**src/rtl/rxr_pkg.sv**
```systemverilog
package rxr_pkg;
  localparam int OWN_BIT = 31;
  localparam int ES_BIT  = 15;
  localparam int FS_BIT  = 9;
  localparam int LS_BIT  = 8;
  localparam int LEN_LSB = 16;
  localparam int LEN_MSB = 29;
  localparam int LEN_W   = LEN_MSB - LEN_LSB + 1;
  localparam logic [31:0] HANDBACK = 32'h8000_0000;

  localparam logic [1:0] WSEL_STATUS = 2'd0;
  localparam logic [1:0] WSEL_BUF    = 2'd2;
  localparam logic [1:0] WSEL_LINK   = 2'd3;

  typedef enum logic [3:0] {
    ST_IDLE, ST_FETCH, ST_EVAL, ST_BUF, ST_OFFER,
    ST_CHECK, ST_VERIFY, ST_LINK, ST_ADV, ST_FINISH
  } rxr_state_e;
endpackage

```
**src/rtl/rxr_classify.sv**
```systemverilog
module rxr_classify
  import rxr_pkg::*;
#(
  parameter int CRC_BYTES   = 4,
  parameter int MIN_ERR_LEN = 6
) (
  input  logic [31:0]      status,
  input  logic             promisc,
  output logic             owned,
  output logic             deliver,
  output logic [LEN_W-1:0] frame_len,
  output logic             err_sum
);
  localparam logic [LEN_W-1:0] CRC_L  = LEN_W'(CRC_BYTES);
  localparam logic [LEN_W-1:0] THRESH = LEN_W'(CRC_BYTES + MIN_ERR_LEN);

  logic [LEN_W-1:0] raw_len;
  logic             whole;

  always_comb begin
    raw_len   = status[LEN_MSB:LEN_LSB];
    frame_len = raw_len - CRC_L;
    whole     = status[FS_BIT] && status[LS_BIT];
    err_sum   = status[ES_BIT];
    owned     = status[OWN_BIT];
    // comparing the raw field avoids a wrap for fields below the CRC size
    deliver   = !owned && whole && (!err_sum || (promisc && (raw_len > THRESH)));
  end
endmodule

```
**src/rtl/rxr_ptr.sv**
```systemverilog
module rxr_ptr #(
  parameter int            AW        = 32,
  parameter logic [AW-1:0] RING_BASE = 'h100
) (
  input  logic          clk,
  input  logic          rst_n,
  input  logic          load,
  input  logic [AW-1:0] next_addr,
  input  logic [1:0]    word_sel,
  output logic [AW-1:0] word_addr
);
  logic [AW-1:0] cur;

  always_ff @(posedge clk or negedge rst_n) begin
    if (!rst_n)    cur <= RING_BASE;
    else if (load) cur <= next_addr;
  end

  assign word_addr = cur + AW'({word_sel, 2'b00});

  // links are descriptor aligned, so a word offset never carries
  p_link_aligned_r7: assert property (@(posedge clk) disable iff (!rst_n)
    load |=> (word_addr[3:0] == {word_sel, 2'b00}));
endmodule

```
**src/rtl/rx_ring_walker.sv**
```systemverilog
module rx_ring_walker
  import rxr_pkg::*;
#(
  parameter int            AW          = 32,
  parameter logic [AW-1:0] RING_BASE   = 'h100,
  parameter int            CRC_BYTES   = 4,
  parameter int            MIN_ERR_LEN = 6
) (
  input  logic             clk,
  input  logic             rst_n,
  input  logic             promisc,
  input  logic             scan_req,
  output logic             scan_done,
  output logic             hw_owned,
  output logic             reuse_fault,
  output logic             mem_rd_en,
  output logic             mem_wr_en,
  output logic [AW-1:0]    mem_addr,
  output logic [31:0]      mem_wdata,
  input  logic [31:0]      mem_rdata,
  output logic             frm_valid,
  input  logic             frm_ready,
  output logic [LEN_W-1:0] frm_len,
  output logic [AW-1:0]    frm_addr,
  output logic             frm_err
);
  rxr_state_e       state, nxt;
  logic             cls_owned, cls_deliver, cls_err;
  logic [LEN_W-1:0] cls_len;
  logic             own_q, err_q;
  logic [LEN_W-1:0] len_q;
  logic [AW-1:0]    buf_q;
  logic [1:0]       wsel;

  rxr_classify #(.CRC_BYTES(CRC_BYTES), .MIN_ERR_LEN(MIN_ERR_LEN)) u_cls (
    .status(mem_rdata), .promisc(promisc), .owned(cls_owned),
    .deliver(cls_deliver), .frame_len(cls_len), .err_sum(cls_err)
  );

  rxr_ptr #(.AW(AW), .RING_BASE(RING_BASE)) u_ptr (
    .clk(clk), .rst_n(rst_n), .load(state == ST_ADV),
    .next_addr(mem_rdata[AW-1:0]), .word_sel(wsel), .word_addr(mem_addr)
  );

  always_comb begin
    nxt = state;
    unique case (state)
      ST_IDLE:   if (scan_req) nxt = ST_FETCH;
      ST_FETCH:  nxt = ST_EVAL;
      ST_EVAL:   nxt = cls_owned ? ST_FINISH : (cls_deliver ? ST_BUF : ST_CHECK);
      ST_BUF:    nxt = ST_OFFER;
      ST_OFFER:  if (frm_ready) nxt = ST_CHECK;
      ST_CHECK:  nxt = ST_VERIFY;
      ST_VERIFY: nxt = ST_LINK;
      ST_LINK:   nxt = ST_ADV;
      ST_ADV:    nxt = ST_FINISH;
      ST_FINISH: nxt = ST_IDLE;
      default:   nxt = ST_IDLE;
    endcase
  end

  always_comb begin
    unique case (state)
      ST_EVAL: wsel = WSEL_BUF;
      ST_LINK: wsel = WSEL_LINK;
      default: wsel = WSEL_STATUS;
    endcase
  end

  always_ff @(posedge clk or negedge rst_n) begin
    if (!rst_n) begin
      state <= ST_IDLE;
      own_q <= 1'b0;
      err_q <= 1'b0;
      len_q <= '0;
      buf_q <= '0;
    end else begin
      state <= nxt;
      if (state == ST_EVAL) begin
        own_q <= cls_owned;
        err_q <= cls_err;
        len_q <= cls_len;
      end
      if (state == ST_BUF) buf_q <= mem_rdata[AW-1:0];
    end
  end

  // the buffer word is read speculatively in EVAL; it is dropped when unused
  assign mem_rd_en   = (state == ST_FETCH) || (state == ST_EVAL) ||
                       (state == ST_CHECK) || (state == ST_LINK);
  assign mem_wr_en   = (state == ST_VERIFY) && !mem_rdata[OWN_BIT];
  assign reuse_fault = (state == ST_VERIFY) &&  mem_rdata[OWN_BIT];
  assign mem_wdata   = HANDBACK;
  assign scan_done   = (state == ST_FINISH);
  assign hw_owned    = scan_done && own_q;
  assign frm_valid   = (state == ST_OFFER);
  assign frm_len     = len_q;
  assign frm_addr    = buf_q;
  assign frm_err     = err_q;

  p_hold_r9: assert property (@(posedge clk) disable iff (!rst_n)
    (frm_valid && !frm_ready) |=> (frm_valid && $stable(frm_len) &&
                                   $stable(frm_addr) && $stable(frm_err)));

  p_err_len_r5: assert property (@(posedge clk) disable iff (!rst_n)
    (frm_valid && frm_err) |-> (frm_len > LEN_W'(MIN_ERR_LEN)));

  p_write_after_read_r6: assert property (@(posedge clk) disable iff (!rst_n)
    mem_wr_en |-> ($past(mem_rd_en) && ($past(mem_addr) == mem_addr)));

  p_owned_ends_r2: assert property (@(posedge clk) disable iff (!rst_n)
    (state == ST_EVAL && mem_rdata[OWN_BIT]) |=> (scan_done && hw_owned && !mem_wr_en));

  p_done_pulse_r8: assert property (@(posedge clk) disable iff (!rst_n)
    scan_done |=> !scan_done);

  p_single_op_r8: assert property (@(posedge clk) disable iff (!rst_n)
    !(mem_rd_en && mem_wr_en));
endmodule

```
**config.mk**
```make
export PLATFORM = sky130hd
export DESIGN_NAME = rx_ring_walker
export DESIGN_NICKNAME = d
export VERILOG_FILES = /design/src/rtl/rxr_pkg.sv /design/src/rtl/rxr_classify.sv /design/src/rtl/rxr_ptr.sv /design/src/rtl/rx_ring_walker.sv
export SDC_FILE = /design/constraint.sdc
export NUM_CORES = 1
export LEC_CHECK = 0
export BUFFER_PORTS_ARGS = -buffer_cell sky130_fd_sc_hd__clkbuf_2
export CAP_MARGIN = 15
export CORE_MARGIN = 2
export CORE_UTILIZATION = 25
export DETAILED_ROUTE_END_ITERATION = 6
export SLEW_MARGIN = 20
export SYNTH_ARGS = -nofsm -noshare
export SYNTH_HDL_FRONTEND = slang
export SYNTH_SLANG_ARGS = --single-unit
```
**constraint.sdc**
```tcl
create_clock -name clk -period 2.9 [get_ports clk]
set_input_delay 0.29 -clock clk [delete_from_list [all_inputs] [get_ports clk]]
set_output_delay 0.29 -clock clk [all_outputs]
set_load 0.01 [all_outputs]
```
# Word-level counts from Yosys, hierarchy flattened

Index checks and enable logic that the tools add are counted.

Flip-flop bits (word level): 84
Bits of input ports: 37
Output and inout bits: 117
Word-level logic and storage cells: 41

$lt $le $gt $ge: 1
Eq/ne operators: 11
Reduce and logical (&&, ||, !) cells: 15
Multiplexer cells: 6
$add $sub $neg: 2

Operators by type and width:

| kind                    | number |
|---|---|
| $pmux W4 S9             | 1 |
| $add A32 B4 Y32         | 1 |
| $eq A4 B3 Y1 const B    | 4 |
| $gt A14 B4 Y1 const B   | 1 |
| $sub A14 B3 Y14 const B | 1 |
| $mux W4                 | 3 |
| $eq A4 B2 Y1 const B    | 2 |
| $eq A4 B4 Y1 const B    | 2 |
| $logic_and A1 B1 Y1     | 7 |
| $eq A4 B1 Y1 const B    | 1 |
| $logic_not A4 Y1        | 1 |
| $logic_or A1 B1 Y1      | 4 |
| $pmux W2 S2             | 1 |
| $mux W3                 | 1 |
| $logic_not A1 Y1        | 2 |
| $ne A2 B1 Y1 const B    | 1 |
| $ne A2 B2 Y1 const B    | 1 |
| $reduce_and A2 Y1       | 1 |

# Logic depth before layout (Yosys ltp)

Gate-level depths: netlist of run 1.

Depth in word-level cells: 7
Gate-level depth with buffers: 10
Depth with buffers taken out: 9

# Hierarchy

Synthesis of run 1 repeated with hierarchy kept, for this count alone.

Cell total of the unflattened synthesis: 365
Area, all modules: 4459.3 um^2

Modules (own cells, without submodules):

| module         | sequential area each (um^2) | times used | area an instance (um^2) | cells an instance |
|---|---|---|---|---|
| rx_ring_walker | 1301.2                      | 1          | 2378.5                  | 174 |
| rxr_ptr        | 802.0                       | 1          | 1765.4                  | 148 |
| rxr_classify   | 0.0                         | 1          | 315.3                   | 43 |

# Least setup slack after synthesis of run 1

No wires, ideal clock.

Path kind: reg-to-output
Start: register state[3]
End: output mem_addr[20]
Arrival time: 2.673 ns
Required time: 2.610 ns
Path buffers: 2
Stages on the path, launching flop included: 11
Setup slack: -0.063 ns
Path through: dfrtp_1 buf_2 or3_1 buf_2 o21ai_0 inv_1 fa_1 nand4b_1 nor3_2 nand4_1 xnor2_1

Word-level cells in the longest chain between the ends: 3
Elaborated cells on any way between the ends: 4
Classes of those cells: add/sub (1); eq/ne (2); mux (1)

RTL lines:

| what                                                | line                 | source |
|---|---|---|
| start, declared                                     | rx_ring_walker.sv:27 | `rxr_state_e state, nxt;` |
| start signal, assigned                              | rx_ring_walker.sv:78 | `state <= nxt;` |
| $eq A4 B3 Y1 / $eq A4 B2 Y1 (equally long branches) | rx_ring_walker.sv:63 | `unique case (state)` |
| $pmux W2 S2 *                                       | rx_ring_walker.sv:63 |  |
| $add A32 B4 Y32 *                                   | rxr_ptr.sv:19        | `assign word_addr = cur + AW'({word_sel, 2'b00});` |
| end, declared                                       | rx_ring_walker.sv:18 | `output logic [AW-1:0] mem_addr,` |

Mark *: on every way between the ends. The rest lies on a longest branch, timed or not.

# Worst setup path in the final report of run 1

Start: register state[0]
End: output mem_addr[20]

The elaborated chain is that of the path after synthesis.

==> results.json, run 1 <==
{
  "status": "finished, violations left",
  "violations": "hold timing, setup timing",
  "viasPerCell": 4.45,
  "clock_sinks": 84,
  "final_common_cell": "clkbuf_2",
  "report.final.slew_viol_count": 0,
  "ys_seq_area_share_pct": 47.3,
  "cts_tree": "built",
  "synthCells": 389,
  "area_growth_pct": 29.9,
  "fin_crit_ns": 3.07,
  "grt_pass1_wl_mm": 18.2,
  "wl_met3_um": 601,
  "drt-total-wl_mm": 12.1,
  "fmax_ghz": 0.326,
  "grt_usage_pct": 13.1,
  "p_int_mw": 3.53,
  "net-switching-power_mw": 2.09,
  "total_leakage_power_nw": 2.81,
  "clk_latency_ns": 0.35,
  "end_kind": "primary output",
  "start_kind": "register",
  "synthArstFlopShare_pct": 100,
  "finalCritPeriodShare_pct": 106,
  "r2r_slack_ns": 0.83,
  "power.total_mw": 5.62,
  "diodes": 0,
  "wl_per_cell_um": 16.1,
  "synth_edf_count": 0,
  "grt_pass1_vias": 3272,
  "netlist_area_um2": 4440,
  "io_pins": 154,
  "yosys_most_used_dff": "dfrtp_1",
  "die_area_um2": 18900,
  "crit-reg2reg-launch": "state[2]",
  "crit_fanout": 6,
  "dp_hpwl_mm": 9.05,
  "cap_violations": 0,
  "avgSynthCellArea_um2": 11.4,
  "coreArea_um2": 17400,
  "instances_no_fill": 754,
  "vias": 3358,
  "fin_hold_ws_ns": -0.00208,
  "drt_iter0_markers": 117,
  "antenna_found_initial": 0,
  "fin_ws_ns": -0.168,
  "slowest_stage": "dfrtp_1",
  "setup_viol": 11,
  "route.met2.wl_mm": 6.18,
  "ys_ff_latch": 84,
  "pwr-share-comb_pct": 40.4,
  "worstPathArrival_ns": 2.78,
  "dp.cells": 731,
  "initial_core_util_pct": 25.6,
  "fin_util_pct": 33.3,
  "crit_family": "simple AND/OR/NAND/NOR gates",
  "rsz0062_at_grt": "yes",
  "synth.distinct_cells": 49,
  "globalplace.congestion": 0.828,
  "cts_root_buf": "clkbuf_16",
  "crit_start": "state[0]",
  "clock_skew_ns": 0.0101,
  "grt_max_degree": 85,
  "slew_headroom_pct": 47.4,
  "crit_type": "reg -> out",
  "port_buffers": 121,
  "hold_viol": 1,
  "drive_gt1_share_pct": 48.4,
  "drc_errors": 0,
  "p_clk_share_pct": 20.3,
  "cts_buffers": 9,
  "ant_nets": 0,
  "hp-class": "in -> async",
  "die_h_um": 137,
  "yosys_warnings": 0,
  "worst-path-stages": 11,
  "h-tree-depth": 3,
  "cts_buffer_depth": 2,
  "crit_required_ns": 2.61,
  "detail_route.first_pass.iterations": 4,
  "path_cells": "nand2b_4 > or3_4 > o21ai_2 > inv_1 > fa_2 > nand4b_1 > nor3_4 > buf_12 > nand4_1 > xnor2_2 > buf_2",
  "die_w_um": 137,
  "irDropWorstVdd_v": 0.000372,
  "drt-met1-wl_mm": 4.99,
  "rows": 48,
  "cp.buffers_inverters": 3,
  "layout_common_cells": "clkbuf_2 (111), dfrtp_1 (82), mux2_2 (62)",
  "path_clk_slew_ns": 0.07,
  "overflow": 0,
  "power_frac_seq_pct": 39.4,
  "ff2ff_path_depth": 6,
  "critPathMaxStageDelay_ns": 0.40,
  "powerDensity_nw_per_um2": 973,
  "switching_share_pct": 37.2,
  "dr.max_layer_used": "met4",
  "nets": 567,
  "worst_pin_slew_ns": 0.788
}
## worst reg2reg max path: stages, from the launching register on
cell,delay [ns]
dfrtp_1,0.43
buf_4,0.19
nor2_1,0.14
nand2_1,0.10
nor2_4,0.48
buf_12,0.26
mux2_2,0.35
## layer usage
| metal | GRT usage [%] | vias up |
|---|---|---|
| met5 | 0 | - |
| li1 | - | 1547 |
| met2 | 22.1 | 127 |
| met4 | 5.73 | 0 |
| met3 | 3.57 | 24 |
| met1 | 15.6 | 1660 |
## path summary, 6_finish.rpt
check                                     end
worst max-delay path             mem_addr[20]
worst min-delay path              frm_addr[8]
worst max register to register  u_ptr.cur[13]
worst min register to register     frm_len[6]
max in group asynchronous          frm_len[1]
min in group clk                  frm_addr[7]
## flip-flops by register name (all words and copies together), names as in the netlist
signal / count
own_q: 1
frm_len: 14
frm_err: 1
state: 4
u_ptr.cur: 32
frm_addr: 32
## power by group through the flow
stage	Combinational [mW]	Sequential, mW	Clock (mW)
6_report	2.27	2.21	1.14
5_1_grt	2.48	2.29	1.22
4_1_cts	2.26	2.21	1.17
3_5_place_dp	2.21	2.21	0
3_3_place_gp	2.17	2.18	0
2_1_floorplan	1.21	2.24	0
## cells by family after synthesis
family	Yosys count	share of synthesized area (%)
buffers and inverters	61	8.64
adders and majority gates	6	1.86
muxes	65	16.4
AOI/OAI and AO/OA	25	3.60
xor gates and xnor gates	37	7.29
DFF	84	47.3
other	2	0.169
and+or+nand+nor	109	14.7
## cell usage after synthesis, types with 2 or more instances
cell type   n  area [um^2]
nand2_1    34          128
or3b_2      2         17.5
buf_4      38          285
o21ai_0     7         35.0
and4_2      2         20.0
mux2_1      2         22.5
nor2_1     13         48.8
conb_1      2         7.51
o21ai_2     2         17.5
nor3_2      2         20.0
nand2b_1    2         12.5
ha_1        5         62.6
a21o_1      2         15.0
xnor2_1    25          219
inv_1      12         45.0
nand3_1     8         40.0
xor2_1     12          105
nand4_1     7         43.8
dfrtp_1    83         2080
and3_1      3         18.8
buf_2      10         50.1
mux2_2     62          698
nor3_1      9         45.0
a21oi_1     3         15.0
o21ai_1     4         20.0
and2_1      4         25.0
nor4_4      2         42.5
nor4_1      7         43.8
or3_1       5         31.3
## per-stage QoR
step	TNS, ns	hold slack [ns]	instance area [um^2]	setup WS [ns]
5_1_grt	-2.29	0.0690	5770	-0.266
4_1_cts	-1.38	0.169	5690	-0.181
6_report	-1.10	-0.00208	5770	-0.168
2_1_floorplan	0	-0.00559	4580	0.00336
3_3_place_gp	0	0.469	5280	0.117
3_5_place_dp	0	0.469	5280	0.0496
## cell type report
type                    instances  area, um^2
fillers                      1769       11600
repair buffers                143         813
clock buffers                  11         233
flip-flops and latches         84        2100
multi-input cells             274        2240
well taps                     225         282
inverters                      12        45.0
clock inverters                 5        53.8
## repair_timing
action,CTS,global route
setup buffers,4,4
setup endpoints to repair,18,23
pin swaps,6,7
hold endpoints to repair,0,0
gates resized for setup,17,18
hold buffers,0,0
No activity file was read; power rests on OpenSTA's default activity.
==> run 2, diff against run 1 <==
==> constraint.sdc (replaced) <==
create_clock -name clk -period 2.9 [get_ports clk]
set_input_delay 0.145 -clock clk [delete_from_list [all_inputs] [get_ports clk]]
set_output_delay 0.145 -clock clk [all_outputs]
set_load 0.01 [all_outputs]
==> run 2 against run 1 <==
Net effect:
- utilization barely moved
- the flow now finishes without violations
- count of clock-buffer cells in the layout fell by 1
- non-clock buffer count fell by 1
==> results.json, run 2 (same netlist as run 1, synthesis figures left out) <==
{
  "status": "complete, no violations",
  "crit_required_ns": 2.76,
  "place_ws_ns": 0.163,
  "final_area_um2": 5770,
  "drc_errors": 0,
  "fin_crit_ns": 2.80,
  "initial_core_util_pct": 25.6,
  "cts_tree": "built",
  "worstPathArrival_ns": 2.66,
  "cts_buffer_depth": 2,
  "fill_cells": 1789,
  "diodes": 0,
  "globalplace.congestion": 0.793,
  "route.met2.wl_mm": 5.60,
  "dp_hpwl_mm": 8.88,
  "pwr-share-comb_pct": 39.2,
  "total_leakage_power_nw": 2.79,
  "coreArea_um2": 17400,
  "die_area_um2": 18900,
  "port_buffers": 121,
  "fmax_ghz": 0.357,
  "rows": 48,
  "cap_violations": 0,
  "cts_root_buf": "clkbuf_16",
  "crit_fanout": 7,
  "start_kind": "register",
  "cts_buffers": 9,
  "power_frac_seq_pct": 37.7,
  "switching_share_pct": 36.1,
  "wl_met3_um": 665,
  "irDropWorstVdd_v": 0.000386,
  "die_w_um": 137,
  "grt_pass1_wl_mm": 17.8,
  "antenna_found_initial": 0,
  "net-switching-power_mw": 2.09,
  "overflow": 0,
  "end_kind": "primary output",
  "area_growth_pct": 29.8,
  "dr.max_layer_used": "met4",
  "nets": 566,
  "p_int_mw": 3.70,
  "hp-class": "in -> reg",
  "hold_viol": 0,
  "instances_no_fill": 753,
  "ant_nets": 0,
  "clock_sinks": 84,
  "io_pins": 154,
  "rsz0062_at_grt": "yes",
  "wl_per_cell_um": 15.6,
  "worst_pin_slew_ns": 0.527,
  "crit_type": "reg -> out",
  "vias": 3283,
  "clock_skew_ns": 0.00959,
  "drive_gt1_share_pct": 47.5,
  "drt_iter0_markers": 104,
  "dp.cells": 730,
  "report.final.slew_viol_count": 0,
  "fin_util_pct": 33.2,
  "slew_headroom_pct": 64.7,
  "powerDensity_nw_per_um2": 1000,
  "clk_latency_ns": 0.34,
  "drt-total-wl_mm": 11.8,
  "path_clk_slew_ns": 0.07,
  "h-tree-depth": 3,
  "setup_viol": 0,
  "drt-met1-wl_mm": 5.26,
  "finalCritPeriodShare_pct": 96.7,
  "power.total_mw": 5.79,
  "place_area_um2": 5250,
  "grt_max_degree": 39,
  "layout.area.seq_um2": 2100,
  "fin_ws_ns": 0.0968,
  "multi_input_area_um2": 2190,
  "die_h_um": 137,
  "detail_route.first_pass.iterations": 4,
  "final_common_cell": "clkbuf_2",
  "viasPerCell": 4.36,
  "grt_pass1_vias": 3143,
  "layout_common_cells": "clkbuf_2 (114), dfrtp_1 (82), mux2_2 (62)",
  "p_clk_share_pct": 23.1,
  "grt_usage_pct": 12.7
}
[run 2: final cells by class]
cell class | count | share of cell area (%)
Multi-Input combinational cell | 274 | 38.0
Tap cell | 225 | 4.88
Timing Repair Buffer | 142 | 13.9
Sequential cell | 84 | 36.5
Clock buffer | 10 | 3.97
Inverter | 12 | 0.781
Clock inverter | 6 | 1.95
[run 2: power by group through the flow]
stage | clock network [mW] | registers [mW] | logic, mW
after floorplan | 0 | 2.24 | 1.20
after global placement | 0 | 2.17 | 2.17
after detailed placement | 0 | 2.19 | 2.21
after CTS | 1.37 | 2.18 | 2.24
after global routing | 1.42 | 2.27 | 2.50
final | 1.34 | 2.18 | 2.27
[run 2: metrics by stage]
step                      setup TNS, ns  hold slack (ns)
after global placement                0            0.162
final                                 0           0.0344
after detailed placement              0            0.160
after global routing             -0.268           0.0373
after floorplan                       0           -0.151
after CTS                             0           0.0233
[run 2: critical path: stages, from the launching register on]
cell	delay, ns
dfrtp_1	0.40
nand2b_4	0.15
or3_4	0.34
o21ai_4	0.08
inv_2	0.05
fa_2	0.33
nand4b_1	0.22
nor3_2	0.15
buf_6	0.16
nand4_1	0.12
xnor2_1	0.16
buf_2	0.15
[run 2: worst paths after layout]
kind | start | end | slack (ns) | cells past startpoint
setup / recovery | state[0] | mem_addr[24] | 0.1 | 11
hold / removal | mem_rdata[7] | frm_addr[7] | 0.03 | 2
setup reg to reg | state[2] | u_ptr.cur[14] | 0.97 | 6
hold reg to reg | frm_len[6] | frm_len[6] | 0.48 | 2
max in group asynchronous | rst_n | u_ptr.cur[8] | 1.80 | 3
min in group asynchronous | rst_n | frm_addr[1] | 0.31 | 2
[run 2: repair_timing]
| action | in CTS | in global routing |
|---|---|---|
| hold buffers | 1 | 0 |
| pin swaps | 2 | 4 |
| setup buffers | 2 | 4 |
| gates resized for setup | 6 | 25 |
| setup endpoints to repair | 14 | 16 |
| hold endpoints to repair | 36 | 0 |
[run 2: layer usage]
metal | vias to the layer above | global-route usage [%]
li1 | 1553 | -
met1 | 1589 | 16.4
met2 | 125 | 20.4
met3 | 16 | 3.86
met4 | 0 | 4.30
met5 | - | 0
